===== config.mk =====
export PLATFORM = sky130hd
export DESIGN_NAME = addr_parity_unit
export DESIGN_NICKNAME = d
export VERILOG_FILES = /design/src/rtl/apar_pkg.sv /design/src/rtl/apar_lane_gen.sv /design/src/rtl/apar_snoop_chk.sv /design/src/rtl/apar_stop_latch.sv /design/src/rtl/addr_parity_unit.sv
export SDC_FILE = /design/constraint.sdc
export NUM_CORES = 1
export LEC_CHECK = 0
export BUFFER_PORTS_ARGS = -buffer_cell sky130_fd_sc_hd__buf_4
export CORE_MARGIN = 5
export CORE_UTILIZATION = 33
export DETAILED_ROUTE_END_ITERATION = 10
export PLACE_DENSITY = 0.81
export SYNTH_ARGS = -nofsm -noshare
export SYNTH_HDL_FRONTEND = slang
export SYNTH_SLANG_ARGS = --single-unit

===== constraint.sdc =====
create_clock -name clk -period 1.9 [get_ports clk]
set_input_delay 0.19 -clock clk [delete_from_list [all_inputs] [get_ports clk]]
set_output_delay 0.19 -clock clk [all_outputs]
set_load 0.005 [all_outputs]

===== src/rtl/apar_pkg.sv =====
package apar_pkg;
  localparam int LANE_W = 8;

  // odd parity: bit that makes (byte, bit) hold an odd number of ones
  function automatic logic odd_bit(input logic [LANE_W-1:0] b);
    return ~(^b);
  endfunction
endpackage


===== src/rtl/apar_lane_gen.sv =====
module apar_lane_gen
  import apar_pkg::*;
#(
  parameter int ADDR_W = 32,
  localparam int NL = ADDR_W / LANE_W
) (
  input  logic [ADDR_W-1:0] addr,
  output logic [NL-1:0]     par
);
  // lane 0 is the most significant byte
  for (genvar k = 0; k < NL; k++) begin : g_lane
    assign par[k] = odd_bit(addr[ADDR_W-1-k*LANE_W -: LANE_W]);
  end
endmodule


===== src/rtl/apar_snoop_chk.sv =====
module apar_snoop_chk #(
  parameter int NL = 4
) (
  input  logic          clk,
  input  logic          rst_n,
  input  logic          is_master,
  input  logic          start_in,
  input  logic          global_in,
  input  logic          chk_en,
  input  logic [NL-1:0] calc,
  input  logic [NL-1:0] par_in,
  output logic          err_evt,
  output logic          par_err
);
  logic qual;
  logic mism;

  assign qual    = !is_master && start_in && global_in;
  assign mism    = |(calc ^ par_in);
  assign err_evt = qual && mism && chk_en;

  always_ff @(posedge clk) begin
    if (!rst_n) par_err <= 1'b0;
    else        par_err <= err_evt;
  end


  qual_only_chk: assert property (@(posedge clk) disable iff (!rst_n)
    par_err |-> $past(!is_master && start_in && global_in));


  en_gate_chk: assert property (@(posedge clk) disable iff (!rst_n)
    par_err |-> $past(chk_en));


  mism_cause_chk: assert property (@(posedge clk) disable iff (!rst_n)
    par_err |-> $past(calc != par_in));
endmodule


===== src/rtl/apar_stop_latch.sv =====
module apar_stop_latch (
  input  logic clk,
  input  logic rst_n,
  input  logic err_evt,
  input  logic mchk_en,
  output logic stop_req
);
  always_ff @(posedge clk) begin
    if (!rst_n)                    stop_req <= 1'b0;
    else if (err_evt && !mchk_en)  stop_req <= 1'b1;
  end


  stop_sticky_chk: assert property (@(posedge clk) disable iff (!rst_n)
    stop_req |=> stop_req);


  stop_cause_chk: assert property (@(posedge clk) disable iff (!rst_n)
    $rose(stop_req) |-> $past(err_evt && !mchk_en));
endmodule


===== src/rtl/addr_parity_unit.sv =====
module addr_parity_unit
  import apar_pkg::*;
#(
  parameter int ADDR_W = 32,
  localparam int NL = ADDR_W / LANE_W
) (
  input  logic              clk,
  input  logic              rst_n,
  input  logic              is_master,
  input  logic              addr_valid,
  input  logic [ADDR_W-1:0] addr_out,
  output logic [NL-1:0]     par_out,
  input  logic [ADDR_W-1:0] addr_in,
  input  logic [NL-1:0]     par_in,
  input  logic              start_in,
  input  logic              global_in,
  input  logic              chk_en,
  input  logic              mchk_en,
  output logic              par_err,
  output logic              stop_req
);
  logic [NL-1:0] gen_par;
  logic [NL-1:0] chk_par;
  logic          drive;
  logic          err_evt;

  apar_lane_gen #(.ADDR_W(ADDR_W)) u_gen_out (
    .addr (addr_out),
    .par  (gen_par)
  );

  apar_lane_gen #(.ADDR_W(ADDR_W)) u_gen_in (
    .addr (addr_in),
    .par  (chk_par)
  );

  assign drive   = is_master && addr_valid;
  assign par_out = drive ? gen_par : '0;

  apar_snoop_chk #(.NL(NL)) u_chk (
    .clk       (clk),
    .rst_n     (rst_n),
    .is_master (is_master),
    .start_in  (start_in),
    .global_in (global_in),
    .chk_en    (chk_en),
    .calc      (chk_par),
    .par_in    (par_in),
    .err_evt   (err_evt),
    .par_err   (par_err)
  );

  apar_stop_latch u_stop (
    .clk      (clk),
    .rst_n    (rst_n),
    .err_evt  (err_evt),
    .mchk_en  (mchk_en),
    .stop_req (stop_req)
  );

  for (genvar k = 0; k < NL; k++) begin : g_odd

    odd_lane_chk: assert property (@(posedge clk) disable iff (!rst_n)
      drive |-> (^{addr_out[ADDR_W-1-k*LANE_W -: LANE_W], par_out[k]}) == 1'b1);
  end


  par_idle_chk: assert property (@(posedge clk) disable iff (!rst_n)
    !(is_master && addr_valid) |-> par_out == '0);


  err_pulse_chk: assert property (@(posedge clk) disable iff (!rst_n)
    par_err |-> $past(err_evt));
endmodule


==> results.tsv <==
stage	metric	value	unit
synth	synthCells	70	
clocking	clock_latency	220	ps
synth	yosys.cell_types.count	12	
sta	hold_viol	0	
sta	rsz0062_at_grt	false	
outcome	status	completed	
sta	slew_headroom	0.759	
finish	drive_gt1_frac	0.578	
global_routing	grt_max_degree	5	
flow_run	drv_cap	0	
synth	netlist_area	677	um2
pwr	power_density	414	nW/um2
pwr	leakagePower	0.646	nW
clocking	cts_root_buf	clkbuf_4	
sta	finalSetupViolations	0	
drt	ant_nets	0	
sta	final.setup.tns	0	ps
drt	drtIter0Drc	10	
setup_path	crit_type	primary input to flop	
clocking	cts_tree	done	
hold_path	min_path_type	primary input to flop	
finish	finalNetCount	232	
global_routing	grt_pass1_vias	862	
placement	dpl_cell_area	1320	um2
sta	fin_skew	0	ps
drt	drc	0	
global_routing	grt_first_pass_wirelength	3.69	mm
sta	finalWorstPathRequiredPeriod	1420	ps
global_routing	grt_overflow	0	
clocking	clk_pin_slew	30	ps
setup_path	worstSetupEndpointType	flop	
sta	hold_ws	166	ps
clocking	cts_setup_buffers	0	
clocking	cts_hold_buffers	0	
die	start_util	0.345	
drt	firstDrtPassIters	3	
pwr	vdd_drop_max	0.000223	V
placement	dp_hpwl	2.09	mm
die	fp.dieH	55.3	um
clocking	clkSinkCount	2	
synth	synth_nets	146	
sta	worst_slew_pin_slew	361	ps
global_routing	grt_antenna_before_repair	0	
die	rows	16	
finish	area_growth	98.2	%
placement	io_buffers	81	
die	top_level_ports	82	
finish	final_area	1340	um2
die	die_w	55.3	um
synth	seq_area_frac_synth	0.0591	
drt	wire_per_inst	12.0	um
clocking	htreeDepth	1	
setup_path	arrival	1520	ps
setup_path	critPathLaunchType	primary input	
die	core	1960	um2
clocking	clockBufferDepth	2	
synth	syn_avg_cell_area	9.67	um2
sta	slew_violations	0	
global_routing	track_usage	0.152	
drt	vias_per_cell	4.33	
setup_path	path_max_fanout	2	
clocking	ctsResizeCount	0	
drt	num_vias	784	
synth	yosysWarnings	0	
placement	place_congestion	0.805	
sta	clock.fmax	0.703	GHz
setup_path	worstPathRequired	2000	ps
finish	diodes	0	
sta	period_share	0.749	
die	die_area	3060	um2
clocking	numCtsBuffers	3	
synth	ys_seq_elements	2	
drt	drt_wl_total	2.17	mm
placed cells by master, fill, tap and decap left out, drive strengths merged:
cell type / Yosys / final
buf: 0 / 81
nand2: 3 / 3
nor4: 1 / 1
nor2: 6 / 6
dfxtp: 2 / 2
xor2: 8 / 8
xnor3: 4 / 4
nand3: 1 / 1
o31ai: 1 / 1
clkbuf: 0 / 3
xnor2: 44 / 44
cells by family (layout without fill, tap and decap cells):
group,Yosys count,in the layout,share of synthesized area
xor gates and xnor gates,56,56,0.847
and+or+nand+nor,11,11,0.0758
AOI/OAI and AO/OA,1,1,0.0185
buffers and inverters,0,84,0
DFF,2,2,0.0592
metrics by stage:
stage | power [W] | worst slack, ps | utilization | cells
2_1_floorplan | 0.000299 | 485 | - | 70
3_5_place_dp | 0.000472 | 237 | 0.672 | 178
4_1_cts | 0.000569 | 465 | 0.684 | 181
6_report | 0.000556 | 478 | 0.684 | 181
3_3_place_gp | 0.000464 | 318 | 0.672 | 178
5_1_grt | 0.000603 | 416 | 0.684 | 181
sequential cells by signal (all words and copies together) (netlist names):
| name | flops |
|---|---|
| u_chk.par_err | 1 |
| u_stop.stop_req | 1 |
layer usage:
metal | global-route usage | wire, um
met1 | 0.161 | 803
met2 | 0.225 | 914
met4 | 0.0521 | 23
met3 | 0.126 | 425
met5 | 0 | 0
final cells by class:
| type | count | area (um2) |
|---|---|---|
| multi-input combinational | 68 | 637 |
| fill | 168 | 621 |
| timing repair buffer | 81 | 608 |
| sequential | 2 | 40.0 |
| tap | 27 | 33.8 |
| clock buffer | 3 | 22.5 |
worst paths after layout:
check,to,slack (ps),startpoint,cells after the start
max,u_stop.stop_req,480,addr_in[18],6
min,u_stop.stop_req,170,mchk_en,2
max reg2reg,u_stop.stop_req,1340,u_stop.stop_req,2
min reg2reg,u_stop.stop_req,480,u_stop.stop_req,2
synthesized netlist by cell type:
master	n	share of area
xnor2_4	1	0.041
xnor2_2	1	0.024
xnor3_2	1	0.035
xnor3_1	3	0.10
nor4_2	1	0.018
nand3_1	1	0.0074
dfxtp_1	2	0.059
xnor2_1	42	0.54
nand2_1	3	0.017
o31ai_2	1	0.018
nor2_1	6	0.033
xor2_1	8	0.10
critical path, stage by stage:
cell and delay, ps:
buf_4 110, xor2_1 160, xnor3_2 440, xnor2_1 150
nor4_2 370, o31ai_2 110
power by group:
group | switching (W) | total [W] | internal, W | leakage, nW
logic | 0.000140 | 0.000421 | 0.000281 | 0.616
clock network | 0.0000217 | 0.0000911 | 0.0000694 | 0.0138
registers | 0.000000485 | 0.0000439 | 0.0000435 | 0.0162
(Power assumes the default switching activity.)
